`src/rtl/spi_tc_pkg.sv`:
```
// Package: register map, control/status bit positions and the master
// state type shared by the buffered SPI engine and its checker.
package spi_tc_pkg;
    localparam int RA_W = 4;

    localparam logic [RA_W-1:0] RA_DATA  = 4'd0;
    localparam logic [RA_W-1:0] RA_CTRL  = 4'd1;
    localparam logic [RA_W-1:0] RA_DIV   = 4'd2;
    localparam logic [RA_W-1:0] RA_TXLVL = 4'd3;
    localparam logic [RA_W-1:0] RA_RXLVL = 4'd4;
    localparam logic [RA_W-1:0] RA_WLO   = 4'd5;
    localparam logic [RA_W-1:0] RA_WHI   = 4'd6;
    localparam logic [RA_W-1:0] RA_RXCNT = 4'd7;
    localparam logic [RA_W-1:0] RA_TXCNT = 4'd8;
    localparam logic [RA_W-1:0] RA_STAT  = 4'd9;
    localparam logic [RA_W-1:0] RA_SRC   = 4'd10;

    localparam int CB_MASTER = 0;
    localparam int CB_TXFL   = 1;
    localparam int CB_RXFL   = 2;

    localparam int FB_TX  = 0;
    localparam int FB_RX  = 1;
    localparam int FB_OVF = 2;
    localparam int FB_OVR = 3;
    localparam int FB_N   = 4;

    typedef enum logic [1:0] {MS_IDLE, MS_SHIFT, MS_GAP} mst_state_t;
endpackage

```
`src/rtl/spi_ring_fifo.sv`:
```
// Ring buffer whose slots run between lo_i and hi_i inclusive.
// Assumes hi_i >= lo_i and that software flushes after moving the window.
// Flush has priority over push and pop. A push into a full ring is ignored.
module spi_ring_fifo #(
    parameter int DW = 8,
    parameter int AW = 4
) (
    input  logic          clk,
    input  logic          rst_n,
    input  logic [AW-1:0] lo_i,
    input  logic [AW-1:0] hi_i,
    input  logic          flush_i,
    input  logic          push_i,
    input  logic [DW-1:0] din_i,
    input  logic          pop_i,
    output logic [DW-1:0] head_o,
    output logic [AW:0]   count_o,
    output logic          empty_o,
    output logic          full_o
);
    localparam int DEPTH = 1 << AW;
    localparam int CW    = AW + 1;

    logic [DW-1:0] mem [DEPTH];
    logic [AW-1:0] wr_ptr, rd_ptr;
    logic [CW-1:0] cap;
    logic          do_push, do_pop;

    function automatic logic [AW-1:0] step(input logic [AW-1:0] p,
                                           input logic [AW-1:0] lo,
                                           input logic [AW-1:0] hi);
        return (p == hi) ? lo : p + 1'b1;
    endfunction

    // Capacity, occupancy flags and accepted operations
    assign cap     = CW'(hi_i) - CW'(lo_i) + 1'b1;
    assign empty_o = (count_o == '0);
    assign full_o  = (count_o == cap);
    assign do_push = push_i && !full_o;
    assign do_pop  = pop_i && !empty_o;
    assign head_o  = mem[rd_ptr];

    // Storage write
    always_ff @(posedge clk) begin
        if (do_push && !flush_i) mem[wr_ptr] <= din_i;
    end

    // Pointer and count update
    always_ff @(posedge clk) begin
        if (!rst_n) begin
            wr_ptr  <= '0;
            rd_ptr  <= '0;
            count_o <= '0;
        end else if (flush_i) begin
            wr_ptr  <= lo_i;
            rd_ptr  <= lo_i;
            count_o <= '0;
        end else begin
            if (do_push) wr_ptr <= step(wr_ptr, lo_i, hi_i);
            if (do_pop)  rd_ptr <= step(rd_ptr, lo_i, hi_i);
            if (do_push && !do_pop)      count_o <= count_o + 1'b1;
            else if (do_pop && !do_push) count_o <= count_o - 1'b1;
        end
    end
endmodule

```
`src/rtl/spi_flag_bank.sv`:
```
// Sticky status bits. Each bit sets on its event and clears on a
// write-one-to-clear. The clear wins for one cycle, so a condition that
// persists sets the bit again on the following cycle.
module spi_flag_bank #(
    parameter int N = 4
) (
    input  logic         clk,
    input  logic         rst_n,
    input  logic [N-1:0] set_i,
    input  logic [N-1:0] clr_i,
    output logic [N-1:0] flag_o
);
    for (genvar g = 0; g < N; g++) begin : g_bit
        // One sticky bit with clear priority
        always_ff @(posedge clk) begin
            if (!rst_n)         flag_o[g] <= 1'b0;
            else if (clr_i[g])  flag_o[g] <= 1'b0;
            else if (set_i[g])  flag_o[g] <= 1'b1;
        end
    end
endmodule

```
`src/rtl/spi_shift_engine.sv`:
```
// Serial shifter for SPI mode 0 (SCLK idles low, sample on rise, shift on fall),
// 8-bit MSB-first frames.
// Master: starts a frame when the transmit ring is non-empty and holds SCLK
// high and low for speed+1 clocks each. A one-half-period gap follows each frame.
// Slave: slave-select, SCLK and MOSI pass through two-flop synchronisers. It
// assumes the external SCLK half period is longer than about four system clocks.
// The slave shows the head byte's MSB before the first rising SCLK and pops
// the byte on that rising edge.
module spi_shift_engine
    import spi_tc_pkg::*;
#(
    parameter int DW   = 8,
    parameter int DIVW = 8
) (
    input  logic            clk,
    input  logic            rst_n,
    input  logic            master_i,
    input  logic [DIVW-1:0] speed_i,
    input  logic            tx_empty_i,
    input  logic [DW-1:0]   tx_byte_i,
    output logic            tx_pop_o,
    output logic            rx_push_o,
    output logic [DW-1:0]   rx_byte_o,
    output logic            sclk_o,
    output logic            mosi_o,
    output logic            ss_n_o,
    input  logic            miso_i,
    input  logic            sclk_i,
    input  logic            ss_n_i,
    input  logic            mosi_i,
    output logic            miso_o
);
    localparam int BW = $clog2(DW);
    localparam logic [BW-1:0] LAST_BIT = BW'(DW - 1);

    mst_state_t      m_state;
    logic [DIVW-1:0] div_cnt;
    logic            m_sclk, m_ss_n;
    logic [DW-1:0]   m_tx, m_rx;
    logic [BW-1:0]   m_bit;
    logic            div_hit, m_start, m_done;

    logic [2:0]      sclk_sync, ss_sync;
    logic [1:0]      mosi_sync;
    logic [DW-1:0]   s_tx, s_rx;
    logic [BW-1:0]   s_bit;
    logic            s_active, s_ss_fall, s_rise, s_fall, s_done;
    logic [DW-1:0]   s_head;

    // Master control strobes
    assign div_hit = (div_cnt == speed_i);
    assign m_start = master_i && (m_state == MS_IDLE) && !tx_empty_i;
    assign m_done  = (m_state == MS_SHIFT) && div_hit && m_sclk && (m_bit == LAST_BIT);

    // Slave edge detection on synchronised inputs
    assign s_active  = !master_i && !ss_sync[1];
    assign s_ss_fall = !master_i && ss_sync[2] && !ss_sync[1];
    assign s_rise    = s_active && !sclk_sync[2] && sclk_sync[1];
    assign s_fall    = s_active && sclk_sync[2] && !sclk_sync[1];
    assign s_done    = s_rise && (s_bit == LAST_BIT);
    assign s_head    = tx_empty_i ? '0 : tx_byte_i;

    // Ring handshakes and received byte
    assign tx_pop_o  = m_start || (s_rise && (s_bit == '0) && !tx_empty_i);
    assign rx_push_o = m_done || s_done;
    assign rx_byte_o = m_done ? m_rx : {s_rx[DW-2:0], mosi_sync[1]};

    // Pin drive
    assign sclk_o = m_sclk;
    assign ss_n_o = m_ss_n;
    assign mosi_o = m_tx[DW-1];
    assign miso_o = !s_active ? 1'b0 : ((s_bit == '0) ? s_head[DW-1] : s_tx[DW-1]);

    // Master sequencer: divider, clock toggling and shift registers
    always_ff @(posedge clk) begin
        if (!rst_n) begin
            m_state <= MS_IDLE;
            div_cnt <= '0;
            m_sclk  <= 1'b0;
            m_ss_n  <= 1'b1;
            m_tx    <= '0;
            m_rx    <= '0;
            m_bit   <= '0;
        end else begin
            case (m_state)
                MS_IDLE: begin
                    if (m_start) begin
                        m_state <= MS_SHIFT;
                        m_ss_n  <= 1'b0;
                        m_sclk  <= 1'b0;
                        div_cnt <= '0;
                        m_bit   <= '0;
                        m_tx    <= tx_byte_i;
                    end
                end
                MS_SHIFT: begin
                    if (div_hit) begin
                        div_cnt <= '0;
                        m_sclk  <= ~m_sclk;
                        if (!m_sclk) begin
                            m_rx <= {m_rx[DW-2:0], miso_i};
                        end else if (m_bit == LAST_BIT) begin
                            m_state <= MS_GAP;
                            m_ss_n  <= 1'b1;
                        end else begin
                            m_bit <= m_bit + 1'b1;
                            m_tx  <= {m_tx[DW-2:0], 1'b0};
                        end
                    end else begin
                        div_cnt <= div_cnt + 1'b1;
                    end
                end
                default: begin
                    if (div_hit) begin
                        div_cnt <= '0;
                        m_state <= MS_IDLE;
                    end else begin
                        div_cnt <= div_cnt + 1'b1;
                    end
                end
            endcase
        end
    end

    // Slave input synchronisers
    always_ff @(posedge clk) begin
        if (!rst_n) begin
            sclk_sync <= '0;
            ss_sync   <= '1;
            mosi_sync <= '0;
        end else begin
            sclk_sync <= {sclk_sync[1:0], sclk_i};
            ss_sync   <= {ss_sync[1:0], ss_n_i};
            mosi_sync <= {mosi_sync[0], mosi_i};
        end
    end

    // Slave shifter: capture on rise, advance output on fall
    always_ff @(posedge clk) begin
        if (!rst_n) begin
            s_tx  <= '0;
            s_rx  <= '0;
            s_bit <= '0;
        end else if (s_ss_fall) begin
            s_bit <= '0;
        end else begin
            if (s_rise) begin
                s_rx  <= {s_rx[DW-2:0], mosi_sync[1]};
                s_bit <= (s_bit == LAST_BIT) ? '0 : s_bit + 1'b1;
                if (s_bit == '0) s_tx <= s_head;
            end
            if (s_fall && (s_bit != '0)) s_tx <= {s_tx[DW-2:0], 1'b0};
        end
    end
endmodule

```
`src/rtl/spi_thresh_ctrl.sv`:
```
// Top level: host register file, transmit and receive rings sharing one
// slot window, level flags with a shared interrupt, and the serial shifter.
// Register map is in spi_tc_pkg. Assumes AW+1 <= DW so levels fit a write.
module spi_thresh_ctrl
    import spi_tc_pkg::*;
#(
    parameter int AW = 4,
    parameter int DW = 8
) (
    input  logic            clk,
    input  logic            rst_n,
    input  logic [RA_W-1:0] host_addr,
    input  logic            host_wr_en,
    input  logic            host_rd_en,
    input  logic [DW-1:0]   host_wdata,
    output logic [DW-1:0]   host_rdata,
    output logic            irq_o,
    output logic            spi_sclk_o,
    output logic            spi_mosi_o,
    output logic            spi_ss_n_o,
    input  logic            spi_miso_i,
    input  logic            spi_sclk_i,
    input  logic            spi_ss_n_i,
    input  logic            spi_mosi_i,
    output logic            spi_miso_o
);
    localparam int CW = AW + 1;

    logic            master_q;
    logic [DW-1:0]   speed_q;
    logic [CW-1:0]   tx_lvl_q, rx_lvl_q;
    logic [AW-1:0]   win_lo_q, win_hi_q;

    logic            host_push, host_pop, tx_flush, rx_flush;
    logic [DW-1:0]   tx_head, rx_head, eng_rx_byte;
    logic [CW-1:0]   tx_cnt, rx_cnt;
    logic            tx_empty, tx_full, rx_empty, rx_full;
    logic            eng_tx_pop, eng_rx_push;
    logic [FB_N-1:0] flag_set, flag_clr, flags;

    // Host strobes decoded from address
    assign host_push = host_wr_en && (host_addr == RA_DATA);
    assign host_pop  = host_rd_en && (host_addr == RA_DATA);
    assign tx_flush  = host_wr_en && (host_addr == RA_CTRL) && host_wdata[CB_TXFL];
    assign rx_flush  = host_wr_en && (host_addr == RA_CTRL) && host_wdata[CB_RXFL];
    assign flag_clr  = (host_wr_en && (host_addr == RA_STAT)) ? host_wdata[FB_N-1:0] : '0;

    // Flag set conditions: levels and dropped bytes
    always_comb begin
        flag_set         = '0;
        flag_set[FB_TX]  = (tx_cnt < tx_lvl_q);
        flag_set[FB_RX]  = (rx_cnt > rx_lvl_q);
        flag_set[FB_OVF] = host_push && tx_full;
        flag_set[FB_OVR] = eng_rx_push && rx_full;
    end

    assign irq_o = flags[FB_TX] | flags[FB_RX];

    // Configuration registers
    always_ff @(posedge clk) begin
        if (!rst_n) begin
            master_q <= 1'b0;
            speed_q  <= '0;
            tx_lvl_q <= '0;
            rx_lvl_q <= '0;
            win_lo_q <= '0;
            win_hi_q <= '1;
        end else if (host_wr_en) begin
            case (host_addr)
                RA_CTRL:  master_q <= host_wdata[CB_MASTER];
                RA_DIV:   speed_q  <= host_wdata;
                RA_TXLVL: tx_lvl_q <= host_wdata[CW-1:0];
                RA_RXLVL: rx_lvl_q <= host_wdata[CW-1:0];
                RA_WLO:   win_lo_q <= host_wdata[AW-1:0];
                RA_WHI:   win_hi_q <= host_wdata[AW-1:0];
                default: ;
            endcase
        end
    end

    // Read-data multiplexer
    always_comb begin
        host_rdata = '0;
        case (host_addr)
            RA_DATA:  host_rdata = rx_empty ? '0 : rx_head;
            RA_CTRL:  host_rdata = DW'(master_q);
            RA_DIV:   host_rdata = speed_q;
            RA_TXLVL: host_rdata = DW'(tx_lvl_q);
            RA_RXLVL: host_rdata = DW'(rx_lvl_q);
            RA_WLO:   host_rdata = DW'(win_lo_q);
            RA_WHI:   host_rdata = DW'(win_hi_q);
            RA_RXCNT: host_rdata = DW'(rx_cnt);
            RA_TXCNT: host_rdata = DW'(tx_cnt);
            RA_STAT:  host_rdata = DW'(flags);
            RA_SRC:   host_rdata = DW'({flags[FB_RX], flags[FB_TX]});
            default:  host_rdata = '0;
        endcase
    end

    spi_ring_fifo #(.DW(DW), .AW(AW)) u_tx_ring (
        .clk(clk), .rst_n(rst_n), .lo_i(win_lo_q), .hi_i(win_hi_q),
        .flush_i(tx_flush), .push_i(host_push), .din_i(host_wdata),
        .pop_i(eng_tx_pop), .head_o(tx_head), .count_o(tx_cnt),
        .empty_o(tx_empty), .full_o(tx_full)
    );

    spi_ring_fifo #(.DW(DW), .AW(AW)) u_rx_ring (
        .clk(clk), .rst_n(rst_n), .lo_i(win_lo_q), .hi_i(win_hi_q),
        .flush_i(rx_flush), .push_i(eng_rx_push), .din_i(eng_rx_byte),
        .pop_i(host_pop), .head_o(rx_head), .count_o(rx_cnt),
        .empty_o(rx_empty), .full_o(rx_full)
    );

    spi_flag_bank #(.N(FB_N)) u_flags (
        .clk(clk), .rst_n(rst_n), .set_i(flag_set), .clr_i(flag_clr), .flag_o(flags)
    );

    spi_shift_engine #(.DW(DW), .DIVW(DW)) u_engine (
        .clk(clk), .rst_n(rst_n), .master_i(master_q), .speed_i(speed_q),
        .tx_empty_i(tx_empty), .tx_byte_i(tx_head), .tx_pop_o(eng_tx_pop),
        .rx_push_o(eng_rx_push), .rx_byte_o(eng_rx_byte),
        .sclk_o(spi_sclk_o), .mosi_o(spi_mosi_o), .ss_n_o(spi_ss_n_o),
        .miso_i(spi_miso_i), .sclk_i(spi_sclk_i), .ss_n_i(spi_ss_n_i),
        .mosi_i(spi_mosi_i), .miso_o(spi_miso_o)
    );
endmodule

```
`config.mk`:
```
export PLATFORM = sky130hd
export DESIGN_NAME = spi_thresh_ctrl
export DESIGN_NICKNAME = d
export VERILOG_FILES = /design/src/rtl/spi_tc_pkg.sv /design/src/rtl/spi_ring_fifo.sv /design/src/rtl/spi_flag_bank.sv /design/src/rtl/spi_shift_engine.sv /design/src/rtl/spi_thresh_ctrl.sv
export SDC_FILE = /design/constraint.sdc
export NUM_CORES = 1
export LEC_CHECK = 0
export ABC_AREA = 1
export BUFFER_PORTS_ARGS = -buffer_cell sky130_fd_sc_hd__buf_2
export CORE_MARGIN = 5
export CORE_UTILIZATION = 50
export DETAILED_ROUTE_END_ITERATION = 7
export PLACE_DENSITY = 0.69
export SYNTH_ARGS = -nofsm -noshare
export SYNTH_HDL_FRONTEND = slang
export SYNTH_SLANG_ARGS = --single-unit
```
`constraint.sdc`:
```
create_clock -name clk -period 5.4 [get_ports clk]
set_input_delay 0.54 -clock clk [delete_from_list [all_inputs] [get_ports clk]]
set_output_delay 0.54 -clock clk [all_outputs]
set_load 0.005 [all_outputs]
```
==> summary.md, run 1 <==
| Metric | Value |
|---|---|
| Setup slack after placement | between 1.5 and 2 ns |
| Area post-placement | around 18000 um^2 |
| Slowest cell on crit path | fa_1 |
| Register area | around 10000 um^2 |
| Synthesized area | 17000 um^2 |
| CTS H-tree depth | 2 |
| Initial antenna violation count | 0 |
| Gr usage total | between 20% and 30% |
| Core area | around 34000 um^2 |
| First-pass GRT wire length | 65200 um |
| Sequential area share after synthesis | 59.5% |
| Hold Fails Final Rpt | 0 |
| Antenna Cells | 0 |
| Routed vias | 12452 |
| CTS tree | yes |
| Worst Path Arrival | around 4.2 ns |
| Final wirelength | between 40000 and 50000 um |
| Final Max Slew Viols | 0 |
| Pleak | between 6 and 7 nW |
| Number of warnings issued by yosys | 0 |
| Min Clock Period, post-route | 3.83 ns |
| Rel. slew slack | slightly below 30% |
| Number of synthesized flops with an enable pin | approximately 260 |
| Die footprint | approximately 38000 um^2 |
| Power per cell area | between 300 and 400 nW/um^2 |
| Placer Congestion | between 0.9 and 1 |
| Rows | 67 |
| Post-synthesis net count | between 1500 and 2000 |
| Setup_tns | 0 ns |
| Area grow syn2layout | 10.3% |
| Share of cells above drive strength 1 | approximately 8.5% |
| RSZ-0062 raised after global routing | false |
| Post-Syn Instances | 1748 |
| Worst path max stage delay | 0.54 ns |
| Via density per instance | around 5.5 |
| DRC | 0 |
| DP HPWL | about 27000 um |
| Sink Count | between 300 and 400 |
| Die Span X | slightly below 200 um |
| Largest net degree at the start of global routing | 76 |
| # nets final | about 1800 |
| Total Power | 5.98 mW |
| Post-CTS Setup Repair Bufs | 0 |
| Yosys reg bits | approximately 380 |
| Finished Layout Cells | about 2200 |
| DP Cell Count | ~2200 |
| Clk_lat worst skew | 0.53 ns |
| Initial drt markers | 1116 |
| Worst-path clk slew | 0.06 ns |
| Cts-stage hold buffer count | 0 |
| DR WL met3 | about 2700 um |
| Clock Skews | around 0.025 ns |
| Fmax achieved | roughly 260 MHz |
| CP Data Required Time | roughly 5.8 ns |
| Drt first pass iters | 6 |
| Max FO, Critical Path | 6 |
| Multi-input gate area | 6000 um^2 |
| Met2 Routed Length | 19500 um |
| HP Class | input pin to register |
| Starting Density | 50.7% |
| Yosys cell types | between 40 and 50 |
| WL met1 | 17800 um |
| Worst Setup End Kind | register |
| Top Metal Used | met4 |
| Peak VDD IR | 0.272 mV |
| Outcome | finished, final reports clean |
| Clk root buf | clkbuf_16 |
| Final worst slack | 1.57 ns |
| Post-route clock period utilization | a little under three quarters |
| Max Cap Viol | 0 |
| Slew @ Worst Pin | 1.06 ns |
| Gr ovfl total | 0 |
| Ys flop type | edfxtp_1 |
| Critical path cell sequence | inv_1, ha_1, inv_1, ha_1, fa_1, xnor2_1, nand3_1, nor2_1, nand3_1, nand2_1, inv_1, ha_1, inv_1, ha_1, a21oi_1, o21bai_1, a21oi_1, o21ai_0, o21bai_1, a21oi_1 |
| Final antenna-violating net count | 0 |
| # setup viols final | 0 |
| Buffers on Ports | 32 |
| Post-route cell area | 18800 um^2 |
| Startpoint Class | register |
| Num CTS Buffers | 40 |
| Async SR Flop Fraction | 0% |
| Buffers & Inverters on Critical Path | 4 |
| Max Root-Sink Buffers | 3 |
| IO Count | 33 |
| Syn_area_per_cell | a little under 10 um^2 |
| Fill count | ~2900 |
| Die Span Y | ~190 um |
| PostCTS Resize Cnt | 0 |
| Avg WL per Cell | between 15 and 20 um |
| Vias in the first global route | roughly 12000 |
| CP top delay family | adder cells |
| CP Class | register to register |
-- synth_stat cells (4+ instances only) --
cell	count	area (um^2)
o221ai_1	14	123
o21ai_1	8	40.0
nand2_2	4	25.0
xnor2_1	26	228
inv_2	11	41.3
ha_1	41	513
nand4_1	10	62.6
dfxtp_1	122	2440
clkinv_1	4	15.0
nor3_1	4	20.0
a21oi_1	112	561
nor2_1	256	961
o211ai_1	38	285
a22oi_1	5	37.5
or2_2	4	25.0
nand3_1	102	510
o21bai_1	4	30.0
nand2_4	9	101
clkbuf_1	47	176
nor2_4	4	45.0
inv_1	141	529
nand2_1	247	927
o21ai_0	200	1000
buf_2	17	85.1
edfxtp_1	256	7690
nor2_2	4	25.0
a221oi_1	4	35.0
o22ai_1	12	75.1
xor2_1	9	78.8
-- path summary, 6_finish.rpt --
check	start	to	slack, ns	cells after the start
max	win_hi_q[1]	u_tx_ring.count_o[4]	1.57	20
min	spi_sclk_i	u_engine.sclk_sync[0]	0.22	3
max reg2reg	win_hi_q[1]	u_tx_ring.count_o[4]	1.57	20
min reg2reg	u_engine.mosi_sync[0]	u_engine.mosi_sync[1]	0.42	2
-- through the flow --
| step | util, % | hold WS, ns |
|---|---|---|
| after floorplan | - | 0.390 |
| after global placement | 52.2 | 0.403 |
| after detailed placement | 52.2 | 0.405 |
| after CTS | 55.9 | 0.203 |
| after global routing | 55.9 | 0.215 |
| final | 55.9 | 0.215 |
-- report_power, final --
part / internal (mW) / switching [mW]
Clock: 1.51 / 1.11
Sequential: 3.09 / 0.0185
Combinational: 0.0765 / 0.176
Total: 4.67 / 1.31
-- layer usage --
metal / GRT usage, % / vias to the layer above
met5: 0 / -
met4: 6.22 / 0
met3: 3.57 / 82
met2: 35.1 / 408
met1: 28.8 / 5906
li1: - / 6056
-- layout by cell type, fill, tap and decap left out, types with 4 or more instances in the layout --
cell,n
nor2_1,256
edfxtp_1,256
nand2_1,247
o21ai_0,197
inv_1,141
dfxtp_1,120
a21oi_1,112
nand3_1,102
ha_1,41
clkbuf_16,40
o211ai_1,38
buf_2,32
xnor2_1,26
buf_4,15
o221ai_1,14
clkinv_1,13
o22ai_1,12
inv_2,11
o21ai_1,11
nand4_1,10
nand2_4,9
xor2_1,9
clkbuf_1,8
clkinv_2,8
a22oi_1,5
a221oi_1,4
nor2_2,4
nor3_1,4
nor2_4,4
or2_2,4
nand2_2,4
o21bai_1,4
-- state kept, by name, indices dropped and copies added, names as in the netlist, 5 cells and up, named ones only --
name               count
u_engine.m_tx          8
tx_lvl_q               5
u_rx_ring.count_o      5
u_engine.s_rx          7
u_rx_ring.mem        128
u_engine.m_rx          8
speed_q                8
u_tx_ring.mem        128
u_engine.s_tx          8
u_engine.div_cnt       8
rx_lvl_q               5
u_tx_ring.count_o      5
-- cells by family after synthesis --
group	after synthesis	share of synthesized area, %
xor+xnor	35	1.80
compound gates	408	13.4
buf+inv	228	5.30
simple gates	655	16.7
flops	378	59.5
fa+ha+maj	44	3.36
-- area by class of cell --
class                           count  share of cell area, %
Sequential cell                   378                   53.9
Tap cell                          448                   2.98
Multi-Input combinational cell   1142                   31.9
Clock buffer                       48                   5.49
Inverter                          157                   3.15
Clock inverter                     24                   1.09
Timing Repair Buffer               47                   1.45
-- worst register-to-register path, delay by kind of cell, from the launching register on --
kind / cells / cell delay, ns
AO/OA/AOI/OAI: 6 / 0.67
XOR/XNOR: 1 / 0.13
adder cells (fa/ha/maj): 5 / 1.56
buffers and inverters: 4 / 0.44
flip-flops: 1 / 0.48
AND/OR/NAND/NOR: 4 / 0.45
No activity file was read; power rests on OpenSTA's default activity.
==> inputs of run 2 (changes only) <==
--- a/config.mk
+++ b/config.mk
@@ -10,7 +10,7 @@
 export CORE_MARGIN = 5
 export CORE_UTILIZATION = 50
 export DETAILED_ROUTE_END_ITERATION = 7
-export PLACE_DENSITY = 0.69
+export PLACE_DENSITY = 0.71
 export SYNTH_ARGS = -nofsm -noshare
 export SYNTH_HDL_FRONTEND = slang
 export SYNTH_SLANG_ARGS = --single-unit
==> constraint.sdc (replaced) <==
create_clock -name clk -period 3.45 [get_ports clk]
set_input_delay 0.345 -clock clk [delete_from_list [all_inputs] [get_ports clk]]
set_output_delay 0.345 -clock clk [all_outputs]
set_load 0.005 [all_outputs]
==> summary.md, run 2 (synthesized netlist as in run 1, its figures left out) <==
| Metric | Value |
|---|---|
| Multi-input gate area | 6080 um^2 (+1.2%) |
| P_int | 7.41 mW (+59%) |
| Hold Fails Final Rpt | 0 (unchanged) |
| Antenna Cells | 0 (unchanged) |
| Placer Congestion | 0.936 (+2.7%) |
| Starting Density | 50.7% (unchanged) |
| # nets final | 1889 (+3.2%) |
| Vias in the first global route | 12441 (+2.6%) |
| Num CTS Buffers | 39 (-2.5%) |
| Min Clock Period, post-route | 3.32 ns (-0.516 ns) |
| CTS H-tree depth | 2 (unchanged) |
| Clk root buf | clkbuf_16 |
| Drt first pass iters | 8 (+2) |
| Via density per instance | 5.63 (+1.4%) |
| Area grow syn2layout | 13.9% |
| Final worst slack | 0.134 ns (-1.43 ns) |
| Post-route clock period utilization | 96.1% (+25 points) |
| Rel. slew slack | 49.8% (+21 points) |
| First-pass GRT wire length | 67000 um (+2.8%) |
| P_sw | 2.06 mW (+58%) |
| Most common cell after layout, fill and taps aside | edfxtp_1 |
| Power per cell area | 489 nW/um^2 (+54%) |
| CTS tree | yes |
| Post-route cell area | 19400 um^2 (+3.2%) |
| Register area | 10100 um^2 (about the same) |
| Pleak | 7.24 nW (+4.7%) |
| Gr usage total | 21.9% (+0.76 points) |
| Fill count | 2794 (-4.1%) |
| Die Span Y | 195 um (unchanged) |
| Fmax achieved | 302 MHz (+16%) |
| # setup viols final | 0 (unchanged) |
| Avg WL per Cell | 18.5 um (+0.90%) |
| Sequential Power Share | 51.2% (-0.7 points) |
| Routed vias | 12944 (+4.0%) |
| Outcome | finished, final reports clean |
| IO Count | 33 (unchanged) |
| Slew @ Worst Pin | 0.752 ns (-0.307 ns) |
| Max FO, Critical Path | 2 (-4) |
| Setup slack after placement | -0.109 ns (-1.72 ns) |
| Finished Layout Cells | 2301 (+2.5%) |
| Final Max Slew Viols | 0 (unchanged) |
| DP HPWL | 28000 um (+4.8%) |
| Final antenna-violating net count | 0 (unchanged) |
| Worst Setup End Kind | register |
| Rows | 67 (unchanged) |
| Largest regs | u_rx_ring.mem x128, u_tx_ring.mem x128 |
| DRC | 0 (unchanged) |
| Clock Skews | 0.0330 ns (+0.00763 ns) |
| Net Sw Frac | 21.8% (-0.095 points) |
| CP Class | register to register |
| Clk_lat worst skew | 0.54 ns (about the same) |
| Gr ovfl total | 0 (unchanged) |
| Share of cells above drive strength 1 | 12.7% (+4.3 points) |
| DP Cell Count | 2228 (+2.6%) |
| Worst Path Arrival | 3.76 ns (-0.48 ns) |
| CP Data Required Time | 3.90 ns (-1.91 ns) |
| Initial antenna violation count | 0 (unchanged) |
| Die Span X | 195 um (unchanged) |
| Startpoint Class | register |
| Initial drt markers | 1100 (-1.4%) |
| Max Cap Viol | 0 (unchanged) |
| Max Root-Sink Buffers | 3 (unchanged) |
| Area post-placement | 18000 um^2 (+2.5%) |
| Sink Count | 378 (unchanged) |
| Setup_tns | 0 ns (unchanged) |
| Worst-path clk slew | 0.06 ns (about the same) |
| HP Class | input pin to register |
| Leading cell types in the layout, fill and taps excluded | edfxtp_1, nor2_1, nand2_1 |
| Largest net degree at the start of global routing | 76 (unchanged) |
| Core area | 33600 um^2 (unchanged) |
| Buffers on Ports | 32 (unchanged) |
| Die footprint | 37900 um^2 (unchanged) |
| Clock power share | 44.2% (+0.4 points) |
| Combinational share of power | 4.6% (+0.4 points) |
| Final wirelength | 42700 um (+3.5%) |
| Peak VDD IR | 0.482 mV (+77%) |
-- run 2: power by group through the flow --
stage	sequential, mW	combinational [mW]	clock (mW)
final	4.86	0.434	4.19
after global routing	4.85	0.476	4.43
after CTS	4.85	0.421	4.25
after detailed placement	4.95	0.413	0
after global placement	4.95	0.402	0
after floorplan	4.95	0.261	0
-- run 2: area by class of cell --
class / count / share of cell area, %
Inverter: 157 / 3.06
Clock buffer: 48 / 5.52
Tap cell: 448 / 2.89
Sequential cell: 378 / 52.2
Multi-Input combinational cell: 1142 / 31.3
Clock inverter: 21 / 1.08
Timing Repair Buffer: 107 / 3.87
-- run 2: routing by layer --
layer / vias up / global-route usage [%] / share of wire [%]
met5: - / 0 / 0
met4: 0 / 6.69 / 2.9
met3: 88 / 2.29 / 5.8
met2: 443 / 37.2 / 49
met1: 6233 / 29.9 / 43
li1: 6180 / - / -
-- run 2: repair_timing --
action	in CTS	in global routing
hold endpoints to repair	1	0
pin swaps	1	11
hold buffers	1	0
cloned	0	0
gates resized for setup	7	18
endpoints found under the setup margin	2	7
setup buffers	1	2
-- run 2: per-stage QoR --
stage,hold WS [ns],power (mW),utilization [%]
finish,0.0299,9.48,57.7
CTS,0.0154,9.53,57.5
global placement,0.404,5.35,53.6
detailed placement,0.414,5.37,53.6
floorplan,0.390,5.21,-
global route,0.0321,9.76,57.7
-- run 2: critical path: stages, from the launching register on --
cell      delay, ns
dfxtp_2        0.34
inv_2          0.05
ha_4           0.24
inv_1          0.04
ha_2           0.19
fa_2           0.57
xnor2_1        0.13
nand3_1        0.10
nor2_2         0.13
nand3_1        0.09
nand2_2        0.09
inv_2          0.05
ha_4           0.16
fa_2           0.37
inv_2          0.06
a21oi_2        0.04
o21bai_1       0.20
a21oi_1        0.09
o21ai_1        0.11
o21bai_1       0.09
a21oi_1        0.11
-- run 2: final timing paths --
path / cells past startpoint / end / start / slack, ns
worst min register to register: 2 / u_engine.mosi_sync[1] / u_engine.mosi_sync[0] / 0.42
worst max-delay path: 20 / u_tx_ring.count_o[4] / win_hi_q[1] / 0.13
worst min-delay path: 3 / u_engine.mosi_sync[0] / spi_mosi_i / 0.03
worst max register to register: 20 / u_tx_ring.count_o[4] / win_hi_q[1] / 0.13
==> inputs of run 3 (changes only) <==
--- a/config.mk
+++ b/config.mk
@@ -7,10 +7,13 @@
 export LEC_CHECK = 0
 export ABC_AREA = 1
 export BUFFER_PORTS_ARGS = -buffer_cell sky130_fd_sc_hd__buf_2
+export CORE_ASPECT_RATIO = 0.6
 export CORE_MARGIN = 5
 export CORE_UTILIZATION = 50
 export DETAILED_ROUTE_END_ITERATION = 7
 export PLACE_DENSITY = 0.71
+export REMOVE_ABC_BUFFERS = 1
 export SYNTH_ARGS = -nofsm -noshare
 export SYNTH_HDL_FRONTEND = slang
+export SYNTH_HIERARCHICAL = 1
 export SYNTH_SLANG_ARGS = --single-unit
==> summary.md, run 3 <==
| Metric | Value |
|---|---|
| Outcome | finished, final reports clean |
| Die footprint | 39900 um^2 (+5.4%) |
| Clock Skews | 0.0153 ns (-0.0177 ns) |
| Yosys cell types | 44 (-8.3%) |
| Fmax achieved | 306 MHz (+1.4%) |
| # setup viols final | 0 (unchanged) |
| WHS | 0.0182 ns (-0.0117 ns) |
| Worst Setup End Kind | register |
| Slowest cell on crit path | fa_1 |
| Routed vias | 13573 (+4.9%) |
| Gr ovfl total | 0 (unchanged) |
| Number of synthesized flops with an enable pin | 256 (unchanged) |
| Post-Syn Instances | 1872 (+7.1%) |
| Max FO, Critical Path | 4 (+2) |
| Power per cell area | 470 nW/um^2 (-3.7%) |
| Buffers on Ports | 32 (unchanged) |
| Yosys reg bits | 378 (unchanged) |
| DRC | 0 (unchanged) |
| Compound-Gate Fraction of Synth Area | 11.4% (-2.0 points) |
| Peak VDD IR | 0.267 mV (-45%) |
| CP Data Required Time | 3.91 ns (about the same) |
| Clk_lat worst skew | 0.53 ns (about the same) |
| Initial drt markers | 1629 (+48%) |
| Largest net degree at the start of global routing | 53 (-30%) |
| Worst Path Arrival | 3.73 ns (-0.03 ns) |
| Critical Path Most Common Cell | ha_1 |
| Final antenna-violating net count | 0 (unchanged) |
| Yosys top cell area share | 42.9% (-2.3 points) |
| Fill count | 2970 (+6.3%) |
| Leading cell types in the layout, fill and taps excluded | nand2_1, edfxtp_1, inv_1 |
| Startpoint Class | register |
| Worst-path clk slew | 0.07 ns (about the same) |
| Buffers & Inverters on Critical Path | 4 (unchanged) |
| Largest cells by area after synthesis | edfxtp_1, dfxtp_1, nand2_1, inv_1, a21oi_1 |
| # nets final | 2028 (+7.4%) |
| Num CTS Buffers | 37 (-5.1%) |
| DP Cell Count | 2384 (+7.0%) |
| Placer Congestion | 0.929 (-0.68%) |
| Async SR Flop Fraction | 0% (unchanged) |
| CP Class | register to register |
| CP top delay family | adder cells |
| Final wirelength | 45600 um (+6.7%) |
| Leading area contributor after synthesis | edfxtp_1 |
| Ys flop type | edfxtp_1 |
| Post-Synth Adder-Cell Area | 3.72% (+0.36 points) |
| CTS tree | yes |
| Most common cell after layout, fill and taps aside | nand2_1 |
| Largest family of logic cells by synthesized area | simple AND/OR/NAND/NOR gates |
| Drt first pass iters | 6 (-2) |
| First-pass GRT wire length | 71500 um (+6.6%) |
| Finished Layout Cells | 2451 (+6.5%) |
| Number of warnings issued by yosys | 6 (+6) |
| Simple-gate share of the synthesized area | 16.2% (-0.43 points) |
| Largest regs | u_rx_ring/mem x128, u_tx_ring/mem x128 |
| Gr usage total | 22.9% (+1.0 points) |
| Pleak | 7.92 nW (+9.4%) |
| Starting Density | 50.9% (+0.27 points) |
| RSZ-0062 raised after global routing | true |
| Fin util | 57.2% (-0.51 points) |
| CTS H-tree depth | 2 (unchanged) |
| Worst path max stage delay | 0.51 ns (-0.06 ns) |
| XOR/XNOR share of the synthesized area | 1.32% (-0.48 points) |
| Critical path cell sequence | inv_1, ha_1, inv_1, ha_1, fa_1, xnor2_1, nand3_1, nor2_2, nand2_2, nand2_4, inv_1, ha_1, inv_2, ha_1, nand2_1, o21ai_2, a21oi_2, o21ai_0, a21oi_1 |
| Area grow syn2layout | 12.3% |
| IO Count | 33 (unchanged) |
| Mux cell area share after synthesis | 3.57% (+3.6 points) |
| Rel. slew slack | 42.9% (-6.9 points) |
| Share of cells above drive strength 1 | 11.5% (-1.2 points) |
| Die Span Y | 157 um (-19%) |
| Avg WL per Cell | 18.6 um (+0.20%) |
| DP HPWL | 31900 um (+14%) |
| HP Class | input pin to register |
| Clk root buf | clkbuf_16 |
| Core area | 35200 um^2 (+4.7%) |
| Sink Count | 378 (unchanged) |
| Synthesized area | 17900 um^2 (+5.3%) |
| Vias in the first global route | 12535 (+0.76%) |
| Syn_area_per_cell | 9.58 um^2 (-1.7%) |
| Multi-input gate area | 6540 um^2 (+7.6%) |
| Sequential area share after synthesis | 56.5% (-3.0 points) |
| Via density per instance | 5.54 (-1.6%) |
| Most frequent cells after synthesis | nand2_1, edfxtp_1, inv_1 |
| Post-route clock period utilization | 94.8% (-1.3 points) |
| Max Root-Sink Buffers | 3 (unchanged) |
| Rows | 53 (-21%) |
| Max Cap Viol | 0 (unchanged) |
| Hold Fails Final Rpt | 0 (unchanged) |
| Most common cell in the netlist | nand2_1 |
| Die Span X | 255 um (+31%) |
| Slew @ Worst Pin | 0.855 ns (+0.103 ns) |
| Final Max Slew Viols | 0 (unchanged) |
| Initial antenna violation count | 1 (+1) |
| Register area | 10100 um^2 (about the same) |
| Min Clock Period, post-route | 3.27 ns (-0.0447 ns) |
## run 3: cell types whose count changed after synthesis, moves of 14 or more
cell,change
a21oi_1,+32
clkbuf_1,-15
inv_1,+87
mux2i_1,+64
nand2_1,+99
nand3_1,+20
nor2_1,-98
o211ai_1,+32
o21ai_0,-70
o221ai_1,-14
xnor2_1,-16
## run 3: area by class of cell
class / instances / share of cell area, %
multi-input cells: 1183 / 32.5
inverters: 242 / 4.51
clock buffers: 50 / 4.99
flip-flops and latches: 378 / 50.4
diodes: 1 / 0.0124
repair buffers: 115 / 4.03
clock inverters: 15 / 0.752
well taps: 467 / 2.90
## run 3: path summary, 6_finish.rpt
| check | cells past startpoint | slack, ns | to | startpoint |
|---|---|---|---|---|
| max | 19 | 0.18 | u_tx_ring/count_o[4] | win_hi_q[1] |
| min | 2 | 0.02 | u_engine/ss_sync[0] | spi_ss_n_i |
| max reg2reg | 19 | 0.18 | u_tx_ring/count_o[4] | win_hi_q[1] |
| min reg2reg | 2 | 0.42 | u_engine/mosi_sync[1] | u_engine/mosi_sync[0] |
## run 3: kinds of logic (layout without fill, tap and decap cells)
logic type / after synthesis / count (layout)
other: 0 / 1
AOI/OAI and AO/OA: 365 / 365
buffers and inverters: 311 / 422
muxes: 64 / 64
xor gates and xnor gates: 27 / 27
DFF: 378 / 378
adders and majority gates: 51 / 51
and+or+nand+nor: 676 / 676
## run 3: repair_timing
action | CTS | global route
setup endpoints to repair | 2 | 3
resized for setup | 4 | 14
pin swaps | 1 | 3
hold buffers | 1 | 0
buffers inserted | 0 | 0
endpoints found under the hold margin | 1 | 0
## run 3: report_power, final
group          leakage, nW  internal, mW  total, mW  switching [mW]
logic                 4.04         0.197      0.616           0.418
clock network        0.566          2.27       3.93            1.66
registers             3.32          4.87       4.92          0.0492
## run 3: layer usage
metal  part of all wire (%)  track usage [%]  wire [um]
met5                   0.31             2.62        139
met4                    1.8             4.91        819
met3                     12             6.38       5310
met2                     39             30.2      17800
met1                     47             37.0      21500
## run 3: per-stage QoR
stage                     setup TNS (ns)  worst slack, ns  instance area (um^2)  total power [mW]
after detailed placement               0           0.0121                 18900              5.62
final                                  0            0.179                 20100              9.47
after CTS                              0           0.0410                 20100              9.53
after global routing             -0.0728          -0.0516                 20100              9.83
after floorplan                        0           0.0211                 17500              5.39
after global placement                 0            0.154                 18900              5.60
